## config.mk

```make
export PLATFORM = sky130hd
export DESIGN_NAME = timer_oc
export DESIGN_NICKNAME = d
export VERILOG_FILES = /design/src/rtl/timer_oc_pkg.sv /design/src/rtl/timer_oc_regs.sv /design/src/rtl/timer_oc_counter.sv /design/src/rtl/timer_oc_wave.sv /design/src/rtl/timer_oc.sv
export SDC_FILE = /design/constraint.sdc
export NUM_CORES = 1
export LEC_CHECK = 0
export BUFFER_PORTS_ARGS = -buffer_cell sky130_fd_sc_hd__buf_2
export CAP_MARGIN = 20
export CORE_ASPECT_RATIO = 0.6
export CORE_UTILIZATION = 36
export CTS_BUF_LIST = sky130_fd_sc_hd__clkbuf_16
export DETAILED_ROUTE_END_ITERATION = 6
export RECOVER_POWER = 25
export REMOVE_ABC_BUFFERS = 1
export SLEW_MARGIN = 20
export SYNTH_ARGS = -nofsm -noshare
export SYNTH_HDL_FRONTEND = slang
export SYNTH_SLANG_ARGS = --single-unit
```

## constraint.sdc

```tcl
create_clock -name clk -period 2.19 [get_ports clk]
set_clock_uncertainty 0.15 [all_clocks]
set_input_delay 0.219 -clock clk [delete_from_list [all_inputs] [get_ports clk]]
set_output_delay 0.219 -clock clk [all_outputs]
set_load 0.01 [all_outputs]
```

## src/rtl/timer_oc_pkg.sv

```systemverilog
package timer_oc_pkg;

    typedef enum logic [1:0] {
        ACT_NONE   = 2'b00,
        ACT_TOGGLE = 2'b01,
        ACT_CLEAR  = 2'b10,
        ACT_SET    = 2'b11
    } oc_act_e;

    typedef enum logic [1:0] {
        WM_NORMAL    = 2'b00,
        WM_PWM_A     = 2'b01,
        WM_CLR_MATCH = 2'b10,
        WM_PWM_B     = 2'b11
    } wave_mode_e;

    typedef enum logic {
        BLK_ARMED = 1'b0,
        BLK_HOLD  = 1'b1
    } blk_state_e;

    localparam logic [1:0] ADDR_CTL = 2'd0;
    localparam logic [1:0] ADDR_CNT = 2'd1;
    localparam logic [1:0] ADDR_CMP = 2'd2;
    localparam logic [1:0] ADDR_STS = 2'd3;

    localparam int CTL_FORCE_BIT = 7;

    function automatic logic oc_apply(input oc_act_e act, input logic cur);
        logic res;
        unique case (act)
            ACT_NONE:   res = cur;
            ACT_TOGGLE: res = ~cur;
            ACT_CLEAR:  res = 1'b0;
            ACT_SET:    res = 1'b1;
            default:    res = cur;
        endcase
        return res;
    endfunction

    function automatic logic is_pwm(input wave_mode_e m);
        return m[0];
    endfunction

endpackage

```

## src/rtl/timer_oc_regs.sv

```systemverilog
module timer_oc_regs
    import timer_oc_pkg::*;
#(
    parameter int W = 8
) (
    input  logic         clk,
    input  logic         rst_n,
    input  logic         wr_en,
    input  logic [1:0]   addr,
    input  logic [W-1:0] wr_data,
    input  logic [W-1:0] cnt,
    input  logic         match_evt,
    output wave_mode_e   mode,
    output oc_act_e      act,
    output logic [W-1:0] cmp,
    output logic         flag,
    output logic         cnt_wr,
    output logic         force_pulse,
    output oc_act_e      force_act,
    output logic [W-1:0] rd_data
);

    localparam int PAD_W = W - 4;

    logic ctl_wr, cmp_wr, sts_wr;

    always_comb begin
        ctl_wr      = wr_en && (addr == ADDR_CTL);
        cnt_wr      = wr_en && (addr == ADDR_CNT);
        cmp_wr      = wr_en && (addr == ADDR_CMP);
        sts_wr      = wr_en && (addr == ADDR_STS);
        force_act   = oc_act_e'(wr_data[3:2]);
        force_pulse = ctl_wr && wr_data[CTL_FORCE_BIT]
                      && !is_pwm(wave_mode_e'(wr_data[1:0]));
    end

    always_ff @(posedge clk) begin
        if (!rst_n) begin
            mode <= WM_NORMAL;
            act  <= ACT_NONE;
            cmp  <= '0;
        end else begin
            if (ctl_wr) begin
                mode <= wave_mode_e'(wr_data[1:0]);
                act  <= oc_act_e'(wr_data[3:2]);
            end
            if (cmp_wr) begin
                cmp <= wr_data;
            end
        end
    end

    always_ff @(posedge clk) begin
        if (!rst_n) begin
            flag <= 1'b0;
        end else if (match_evt) begin
            flag <= 1'b1;
        end else if (sts_wr && wr_data[0]) begin
            flag <= 1'b0;
        end
    end

    always_comb begin
        unique case (addr)
            ADDR_CTL: rd_data = {{PAD_W{1'b0}}, act, mode};
            ADDR_CNT: rd_data = cnt;
            ADDR_CMP: rd_data = cmp;
            ADDR_STS: rd_data = {{(W-1){1'b0}}, flag};
            default:  rd_data = '0;
        endcase
    end

    p_flag_set_r4: assert property (@(posedge clk) disable iff (!rst_n)
        match_evt |=> flag);

    p_force_keeps_flag_r10: assert property (@(posedge clk) disable iff (!rst_n)
        (force_pulse && !match_evt && !flag) |=> !flag);

    p_ctl_force_reads_zero_r10: assert property (@(posedge clk) disable iff (!rst_n)
        (addr == ADDR_CTL) |-> !rd_data[CTL_FORCE_BIT]);

endmodule

```

## src/rtl/timer_oc_counter.sv

```systemverilog
module timer_oc_counter
    import timer_oc_pkg::*;
#(
    parameter int W = 8
) (
    input  logic         clk,
    input  logic         rst_n,
    input  logic         tick,
    input  logic         cnt_wr,
    input  logic [W-1:0] cnt_wdata,
    input  logic [W-1:0] cmp,
    input  wave_mode_e   mode,
    output logic [W-1:0] cnt,
    output logic         match_evt
);

    localparam logic [W-1:0] CNT_MAX = {W{1'b1}};

    blk_state_e state_q, state_d;

    always_comb begin
        state_d = state_q;
        unique case (state_q)
            BLK_ARMED: if (cnt_wr) state_d = BLK_HOLD;
            BLK_HOLD: begin
                if (cnt_wr)    state_d = BLK_HOLD;
                else if (tick) state_d = BLK_ARMED;
            end
            default: state_d = BLK_ARMED;
        endcase
    end

    always_ff @(posedge clk) begin
        if (!rst_n) state_q <= BLK_ARMED;
        else        state_q <= state_d;
    end

    always_comb begin
        match_evt = 1'b0;
        unique case (state_q)
            BLK_ARMED: match_evt = tick && !cnt_wr && (cnt == cmp);
            BLK_HOLD:  match_evt = 1'b0;
            default:   match_evt = 1'b0;
        endcase
    end

    always_ff @(posedge clk) begin
        if (!rst_n) begin
            cnt <= '0;
        end else if (cnt_wr) begin
            cnt <= cnt_wdata;
        end else if (tick) begin
            if (match_evt && (mode == WM_CLR_MATCH)) cnt <= '0;
            else                                     cnt <= cnt + 1'b1;
        end
    end

    p_hold_r2: assert property (@(posedge clk) disable iff (!rst_n)
        (!tick && !cnt_wr) |=> $stable(cnt));

    p_load_r2: assert property (@(posedge clk) disable iff (!rst_n)
        cnt_wr |=> (cnt == $past(cnt_wdata)));

    p_ctc_restart_r6: assert property (@(posedge clk) disable iff (!rst_n)
        (match_evt && mode == WM_CLR_MATCH) |=> (cnt == '0));

    p_wrap_r6: assert property (@(posedge clk) disable iff (!rst_n)
        (tick && !cnt_wr && cnt == CNT_MAX) |=> (cnt == '0));

    p_block_after_write_r8: assert property (@(posedge clk) disable iff (!rst_n)
        ($past(cnt_wr) && tick && !cnt_wr) |-> !match_evt);

endmodule

```

## src/rtl/timer_oc_wave.sv

```systemverilog
module timer_oc_wave
    import timer_oc_pkg::*;
(
    input  logic       clk,
    input  logic       rst_n,
    input  logic       match_evt,
    input  wave_mode_e mode,
    input  oc_act_e    act,
    input  logic       force_pulse,
    input  oc_act_e    force_act,
    output logic       wave_out
);

    logic wave_d;

    always_comb begin
        wave_d = wave_out;
        if (match_evt && !is_pwm(mode)) begin
            wave_d = oc_apply(act, wave_out);
        end else if (force_pulse) begin
            wave_d = oc_apply(force_act, wave_out);
        end
    end

    always_ff @(posedge clk) begin
        if (!rst_n) wave_out <= 1'b0;
        else        wave_out <= wave_d;
    end

    p_idle_r7: assert property (@(posedge clk) disable iff (!rst_n)
        (!match_evt && !force_pulse) |=> $stable(wave_out));

    p_force_none_r11: assert property (@(posedge clk) disable iff (!rst_n)
        (force_pulse && !match_evt && force_act == ACT_NONE) |=> $stable(wave_out));

    p_set_r3: assert property (@(posedge clk) disable iff (!rst_n)
        (match_evt && !is_pwm(mode) && act == ACT_SET) |=> wave_out);

    p_clear_r3: assert property (@(posedge clk) disable iff (!rst_n)
        (match_evt && !is_pwm(mode) && act == ACT_CLEAR) |=> !wave_out);

endmodule

```

## src/rtl/timer_oc.sv

```systemverilog
module timer_oc
    import timer_oc_pkg::*;
#(
    parameter int W = 8
) (
    input  logic         clk,
    input  logic         rst_n,
    input  logic         tick,
    input  logic         wr_en,
    input  logic [1:0]   addr,
    input  logic [W-1:0] wr_data,
    output logic [W-1:0] rd_data,
    output logic         wave_out,
    output logic         match_flag
);

    wave_mode_e   mode;
    oc_act_e      act;
    oc_act_e      force_act;
    logic [W-1:0] cmp;
    logic [W-1:0] cnt;
    logic         cnt_wr;
    logic         force_pulse;
    logic         match_evt;

    timer_oc_regs #(.W(W)) u_regs (
        .clk         (clk),
        .rst_n       (rst_n),
        .wr_en       (wr_en),
        .addr        (addr),
        .wr_data     (wr_data),
        .cnt         (cnt),
        .match_evt   (match_evt),
        .mode        (mode),
        .act         (act),
        .cmp         (cmp),
        .flag        (match_flag),
        .cnt_wr      (cnt_wr),
        .force_pulse (force_pulse),
        .force_act   (force_act),
        .rd_data     (rd_data)
    );

    timer_oc_counter #(.W(W)) u_counter (
        .clk       (clk),
        .rst_n     (rst_n),
        .tick      (tick),
        .cnt_wr    (cnt_wr),
        .cnt_wdata (wr_data),
        .cmp       (cmp),
        .mode      (mode),
        .cnt       (cnt),
        .match_evt (match_evt)
    );

    timer_oc_wave u_wave (
        .clk         (clk),
        .rst_n       (rst_n),
        .match_evt   (match_evt),
        .mode        (mode),
        .act         (act),
        .force_pulse (force_pulse),
        .force_act   (force_act),
        .wave_out    (wave_out)
    );

    p_reset_r1: assert property (@(posedge clk)
        !rst_n |=> (!wave_out && !match_flag));

endmodule

```

[Yosys cells after proc, flatten, opt, wreduce, memory -nomap -nowiden]
Cells that the tools add are included.
Widths: inputs -> output; s select.
Word-level totals
  logic and storage cells: 59
  register bits after elaboration: 23
  input port bits: 14
  output and inout bits: 10
Operators by class
  equality and inequality tests: 13
  add/sub/neg operators: 1
  bitwise logic cells: 2
  reductions and logical operators: 21
  mux-type cells: 15
Operators with widths (number)
  $pmux 8 s4: 1
  $mux 8: 3
  $eq 2x2->1 const B: 7
  $logic_and 1x1->1: 11
  $add 8x1->8 const B: 1
  $eq 8x8->1: 1
  $mux 1: 7
  $eq 2x1->1 const B: 3
  $logic_not 2->1: 3
  $pmux 1 s3: 2
  $reduce_bool 2->1: 3
  $pmux 1 s2: 2
  $logic_not 1->1: 3
  $reduce_and 3->1: 1
  $ne 2x1->1 const B: 1
  $ne 2x2->1 const B: 1
  $not 1->1: 2

[Depth between registers and ports, before layout]
Gate-level depths: netlist of run 1.
  depth in word-level cells: 10
  mapped depth: 9
  mapped depth without buffers: 5

[By module]
Synthesis of run 1 repeated with hierarchy kept, for this count alone.
Unflattened totals
  cell total of the unflattened synthesis: 158
  area, all modules: 1417.6 µm²
By module, submodules not included
  timer_oc_regs: area an instance 711.9 µm², instances 1, seq. area each 260.2 µm², cells each 75
  timer_oc_counter: area an instance 618.1 µm², instances 1, seq. area each 180.2 µm², cells each 73
  timer_oc_wave: area an instance 87.6 µm², instances 1, seq. area each 20.0 µm², cells each 10

[Worst setup path before layout of run 1]
No wires, ideal clock.
  path type: register -> register
  start: register u_counter.cnt[2]
  end: register u_counter.cnt[2]
  setup slack: 0.340 ns
  cell stages (with the launch flop): 7
  data required time: 1.897 ns
  data arrival time: 1.556 ns
  period minus slack after synthesis: 1.850 ns
  path buffers: 1
  setup time: 0.143 ns
  cells stage by stage: dfxtp_1 -> buf_6 -> xor2_1 -> nor4_1 -> nand4_1 -> o41ai_2 -> o22ai_1
On the way
  cells in the longest elaborated chain, start to end: 7
  elaborated cells between the ends (all ways): 8
  those cells by class: add/sub: 1; eq/ne: 1; mux: 4; reduce/logical: 2
Ends and longest elaborated chain
  start: declaration: line timer_oc_counter.sv:13  | output logic [W-1:0] cnt,
  start signal: assignment: line timer_oc_counter.sv:51  | cnt <= cnt_wdata;
  start signal: assignment: line timer_oc_counter.sv:54  | else cnt <= cnt + 1'b1;
  parallel branches: the longest is 4 deep, another holds $add 8x1->8
  $mux 8 *: line timer_oc_counter.sv:53  | if (match_evt && (mode == WM_CLR_MATCH)) cnt <= '0;
  $mux 8 *: line timer_oc_counter.sv:52  | end else if (tick) begin
  $mux 8 *: line timer_oc_counter.sv:50  | end else if (cnt_wr) begin
Mark *: on every way between the ends. The select of a mux whose other input is x is not followed.
A chain may end at the register's enable or synchronous reset.

[Worst setup path after layout of run 1]
  start: register u_counter.cnt[2]
  end: register u_wave.wave_out
On the way
  cells in the longest elaborated chain, start to end: 6
  elaborated cells between the ends (all ways): 9
  those cells by class: eq/ne: 3; mux: 2; reduce/logical: 4
Ends and longest elaborated chain
  $eq 8x8->1 *: line timer_oc_counter.sv:41  | BLK_ARMED: match_evt = tick && !cnt_wr && (cnt == cmp);
  $logic_and 1x1->1 *: line timer_oc_counter.sv:41
  $pmux 1 s2 *: line timer_oc_counter.sv:40  | unique case (state_q)
  $logic_and 1x1->1 *: line timer_oc_wave.sv:18  | if (match_evt && !is_pwm(mode)) begin
  $ne 2x1->1 (no source line) (tied with other cells)
  $reduce_and 3->1 (no source line)
  end signal: assignment: line timer_oc_wave.sv:27  | else wave_out <= wave_d;
  end: declaration: line timer_oc_wave.sv:11  | output logic wave_out
Mark *: on every way between the ends. The rest lies on a longest branch, timed or not.

==> flow_summary.json, run 1 <==
{
  "antenna_found_initial": 0,
  "numCtsBuffers": 3,
  "first_iter_violations": 113,
  "cpLargestDelayFamily": "simple AND/OR/NAND/NOR gates",
  "final_cell_mix": "dfxtp_1 (23), buf_2 (19), a21oi_1 (18)",
  "overflow": 0,
  "worstSkewPairLatency_ns": 0.26,
  "drive_above_1_share_pct": 17.42,
  "first_pass_iters": 4,
  "cts-htree-levels": 1,
  "rows": 16,
  "antenna_cells": 0,
  "crit_chain": "xor2_1 -> nor4_1 -> nand4_1 -> or3_1 -> o32ai_1",
  "path_class": "register to register",
  "finalMaxSlewViolations": 0,
  "async_flop_share_pct": 0,
  "p_leak_uw": 0.0006053,
  "mostFrequentLayoutCell": "dfxtp_1",
  "cts_tree": "yes",
  "tightest_slew_ns": 0.5769,
  "period_needed_ns": 1.874,
  "io-pin-count": 24,
  "fin_area_sq_um": 1545,
  "syn_area_sq_um": 1351,
  "yosysTopAreaCell": "dfxtp_1",
  "max_cap_viol_count": 0,
  "vias_per_cell": 5.439,
  "postCtsSetupBuffers": 0,
  "root_buffer": "clkbuf_16",
  "fmax_mhz": 533.7,
  "clk_pin_slew_ns": 0.06,
  "slew_headroom_pct": 61.54,
  "p_per_area_nw_per_um2": 659.2,
  "ctsResizeCount": 0,
  "ys_warn_count": 0,
  "drt-total-wl_um": 3628,
  "synth_cell_types": 34,
  "dr_total_vias": 1213,
  "finalHoldViolations": 0,
  "cp_max_fo": 7,
  "detail-route-antenna-nets": 0,
  "clock_path_buffers": 2,
  "synthCells": 157,
  "fp.dieH_um": 49.46,
  "synth_seq_area_share_pct": 34.07,
  "hpwl_um": 2660,
  "cp_slowest_cell": "or3_1",
  "fin_nets": 194,
  "grt_max_degree": 23,
  "clock-sinks": 23,
  "yosys.area.top_type_share_pct": 34.07,
  "status": "complete, no violations",
  "grt_pass1_vias": 1098,
  "synth-edff-count": 0,
  "area_growth_pct": 14.35,
  "post-route-period-util_pct": 85.56,
  "slowest_delay_ns": 0.40,
  "io_buffer_count": 23,
  "start_util_pct": 39.47,
  "design.die.area_sq_um": 4011,
  "cp.required_ns": 2.21,
  "core_area_sq_um": 3423,
  "place_area_sq_um": 1480,
  "synth-seq-cells": 23,
  "setup_violations": 0,
  "drc": 0,
  "synthFlopType": "dfxtp_1",
  "crit_buf_inv": 0,
  "ctsHoldBuffers": 0,
  "tns_ns": 0,
  "rsz0062_at_grt": "no",
  "synth.avg_cell_area_sq_um": 8.607,
  "synth_area_leaders": "dfxtp_1 (34%), a21oi_1 (6.7%), mux2i_1 (5.9%), xor2_1 (5.2%), xnor2_1 (4.5%)",
  "grt_use_total_pct": 19.97,
  "grt_pass1_wl_um": 5954,
  "globalplace.congestion": 0.8041,
  "start_kind": "register",
  "die_w_um": 81.10,
  "ir_drop_mv": 0.2934,
  "wl_per_cell_um": 16.27,
  "cp-end-kind": "register",
  "worstHoldPathType": "input port to register",
  "cp.arrival_ns": 1.90
}
-- Yosys cell counts, drive strengths merged, types with 5 or more instances --
library cell / instances
nor2: 9
buf: 6
nand3: 11
xor2: 8
mux2i: 8
nand2: 14
o22ai: 8
xnor2: 7
a21oi: 18
nor3b: 9
dfxtp: 23
clkbuf: 5
-- metal layers --
metal  part of all wire (%)  routed length [um]  vias to the layer above  GRT usage, %
li1                       -                   -                      603             -
met1                     51                1838                      569         32.06
met2                     41                1481                       37         25.35
met3                    7.9                 285                        4         5.185
met4                   0.63                  23                        0         4.464
met5                      0                   0                        -             0
-- where the power goes --
part / switching [uW] / internal (uW) / leakage (uW)
Combinational: 91.8 / 68.6 / 0.000376
Clock: 150 / 244 / 0.0000423
Sequential: 26.6 / 438 / 0.000187
-- cells by family after synthesis --
logic type	Yosys count	synth area share, %
and+or+nand+nor	56	23.15
AOI/OAI and AO/OA	38	17.50
DFF	23	34.07
xor gates and xnor gates	15	9.723
buffers and inverters	15	7.036
muxes	9	7.593
adders and majority gates	1	0.9258
-- worst reg2reg max path, stage by stage, from the launching register on --
cell,delay (ns)
dfxtp_1,0.37
xor2_1,0.19
nor4_1,0.23
nand4_1,0.20
or3_1,0.40
o32ai_1,0.25
-- through the flow --
stage	cells	worst slack, ns	hold WS, ns	total power [uW]	util (%)
after floorplan	146	0.3830	0.2076	561.1	-
after global placement	219	0.3796	0.3230	628.6	43.24
after detailed placement	219	0.3346	0.3180	633.4	43.24
after CTS	223	0.3215	0.07394	1028	45.54
after global routing	223	0.2288	0.09405	1069	45.14
final	223	0.3162	0.07499	1019	45.14
-- cell type report --
type                            instances  area [sq um]
Timing Repair Buffer                   28         143.9
Clock inverter                          1         3.754
Tap cell                               45         56.30
Fill cell                             350          1878
Clock buffer                            3         75.07
Inverter                                4         15.01
Sequential cell                        23         460.4
Multi-Input combinational cell        119         790.8
-- worst paths after layout --
path	startpoint	endpoint	slack (ns)	cells after the start
setup / recovery	u_counter.cnt[2]	u_wave.wave_out	0.32	5
hold reg to reg	u_regs.flag	u_regs.flag	0.32	2
setup reg to reg	u_counter.cnt[2]	u_wave.wave_out	0.32	5
hold / removal	wr_data[6]	u_regs.cmp[6]	0.07	3
-- sequential cells by signal (all words and copies together), names as in the netlist --
signal             count
u_regs.mode            2
u_wave.wave_out        1
u_regs.cmp             8
u_counter.state_q      1
u_regs.flag            1
u_counter.cnt          8
u_regs.act             2
No activity file was read; power rests on OpenSTA's default activity.
==> inputs of run 2 (changes only) <==
- CORE_UTILIZATION: 36 -> 54
- PLACE_DENSITY: unset -> 0.77
==> run 2 against run 1 <==
Compared with the run above: sequential power hardly changed; routed wire length is 4.5% lower; non-clock buffer count stayed put; register-to-register slack worse by 0.03 ns; die area is 32% lower; critical endpoint is now u_counter.cnt[7]; largest cell class unchanged; largest power group unchanged.
==> flow_summary.json, run 2 (same netlist as run 1, synthesis figures left out) <==
{
  "hpwl_um": 2414,
  "post-route-period-util_pct": 92.63,
  "postCtsSetupBuffers": 0,
  "status": "complete, no violations",
  "cp-end-kind": "register",
  "rows": 13,
  "clock_path_buffers": 2,
  "root_buffer": "clkbuf_16",
  "dr_total_vias": 1260,
  "grt_pass1_wl_um": 5264,
  "drive_above_1_share_pct": 17.42,
  "p_leak_uw": 0.0006073,
  "max_cap_viol_count": 0,
  "worst-r2r-cell-count": 5,
  "start_kind": "input port",
  "ctsResizeCount": 0,
  "finalMaxSlewViolations": 0,
  "finalPower_uw": 1018,
  "finalHoldViolations": 0,
  "overflow": 0,
  "r2r_end": "u_wave.wave_out",
  "grt_use_total_pct": 27.60,
  "cp.arrival_ns": 2.01,
  "first_pass_iters": 4,
  "p_per_area_nw_per_um2": 667.3,
  "tightest_slew_ns": 0.9664,
  "globalplace.congestion": 0.8744,
  "path_class": "input port to register",
  "io-pin-count": 24,
  "top_regs": "u_counter.cnt: 8 flops, u_regs.cmp: 8 flops",
  "worstHoldPathType": "input port to register",
  "fin_nets": 194,
  "detail-route-antenna-nets": 0,
  "period_needed_ns": 2.029,
  "min_from": "wr_data[5]",
  "die_w_um": 66.58,
  "cp_max_fo": 19,
  "cts_tree": "yes",
  "numCtsBuffers": 3,
  "fp.dieH_um": 40.75,
  "final_cell_mix": "dfxtp_1 (23), buf_2 (20), a21oi_1 (18)",
  "antenna_found_initial": 0,
  "start_util_pct": 59.77,
  "grt_max_degree": 23,
  "area_growth_pct": 12.87,
  "fin_hold_ws_ns": 0.07634,
  "cp.required_ns": 2.17,
  "worstSkewPairLatency_ns": 0.25,
  "slew_headroom_pct": 35.54,
  "tns_ns": 0,
  "drt-total-wl_um": 3466,
  "antenna_cells": 0,
  "setup_violations": 0,
  "first_iter_violations": 143,
  "cts-htree-levels": 1,
  "mostFrequentLayoutCell": "dfxtp_1",
  "ctsHoldBuffers": 0,
  "r2r-start": "u_counter.cnt[2]",
  "instances_no_fill": 208,
  "vias_per_cell": 6.058,
  "design.die.area_sq_um": 2713,
  "holdPathEnd": "u_regs.cmp[5]",
  "fmax_mhz": 493.0,
  "rsz0062_at_grt": "no",
  "core_area_sq_um": 2261,
  "wl_per_cell_um": 16.66,
  "drc": 0,
  "dp.cells": 204,
  "holdPathStages": 3,
  "grt_pass1_vias": 1063,
  "clk_pin_slew_ns": 0.06,
  "reg2reg_slack_ns": 0.29,
  "clock-sinks": 23,
  "ir_drop_mv": 0.4916,
  "io_buffer_count": 23,
  "utilization_pct": 67.46
}
==> run 2: cell count changes in the layout (fill, tap and decap cells not counted), sizes merged <==
cell	before	now
clkbuf	8	7
buf	23	24
==> run 2: routing by layer <==
layer	wire length, um	global-route usage [%]
met5	0	0
met4	43	7.447
met3	276	7.222
met2	1555	42.93
met1	1589	38.12
==> run 2: cell type report <==
type / instances / area, sq um
clock buffer: 3 / 75.07
clock inverter: 1 / 3.754
fill: 182 / 735.7
inverter: 4 / 15.01
multi-input combinational: 119 / 788.3
sequential: 23 / 460.4
tap: 30 / 37.54
timing repair buffer: 28 / 145.1
==> run 2: critical path, cell delays in order <==
cell and delay (ns):
buf_2 0.16, nor2b_4 0.28, and2_0 0.80, nor3_1 0.13
o41ai_2 0.08, buf_4 0.22, o22ai_1 0.10
==> run 2: report_power, final <==
part,switching [uW],total (uW),internal [uW]
Sequential,25.1,463,438
Clock,147,391,244
Combinational,94.4,164,69.3
Total,267,1020,751
==> run 2: worst max-delay path by stage <==
stage / endpoint / cells past startpoint / from / slack [ns]
final: u_counter.cnt[7] / 7 / addr[0] / 0.16
after global routing: u_counter.cnt[3] / 7 / addr[0] / 0.10
after CTS: u_wave.wave_out / 5 / u_counter.cnt[7] / 0.29
after detailed placement: u_wave.wave_out / 5 / u_counter.cnt[7] / 0.31
after global placement: u_wave.wave_out / 5 / u_counter.cnt[2] / 0.39
after floorplan: u_counter.cnt[2] / 5 / u_counter.cnt[2] / 0.38
==> run 2: metrics by stage <==
| step | area [sq um] | worst slack (ns) |
|---|---|---|
| global route | 1525 | 0.1006 |
| floorplan | 1271 | 0.3830 |
| finish | 1525 | 0.1614 |
| CTS | 1540 | 0.2927 |
| global placement | 1461 | 0.3871 |
| detailed placement | 1461 | 0.3064 |
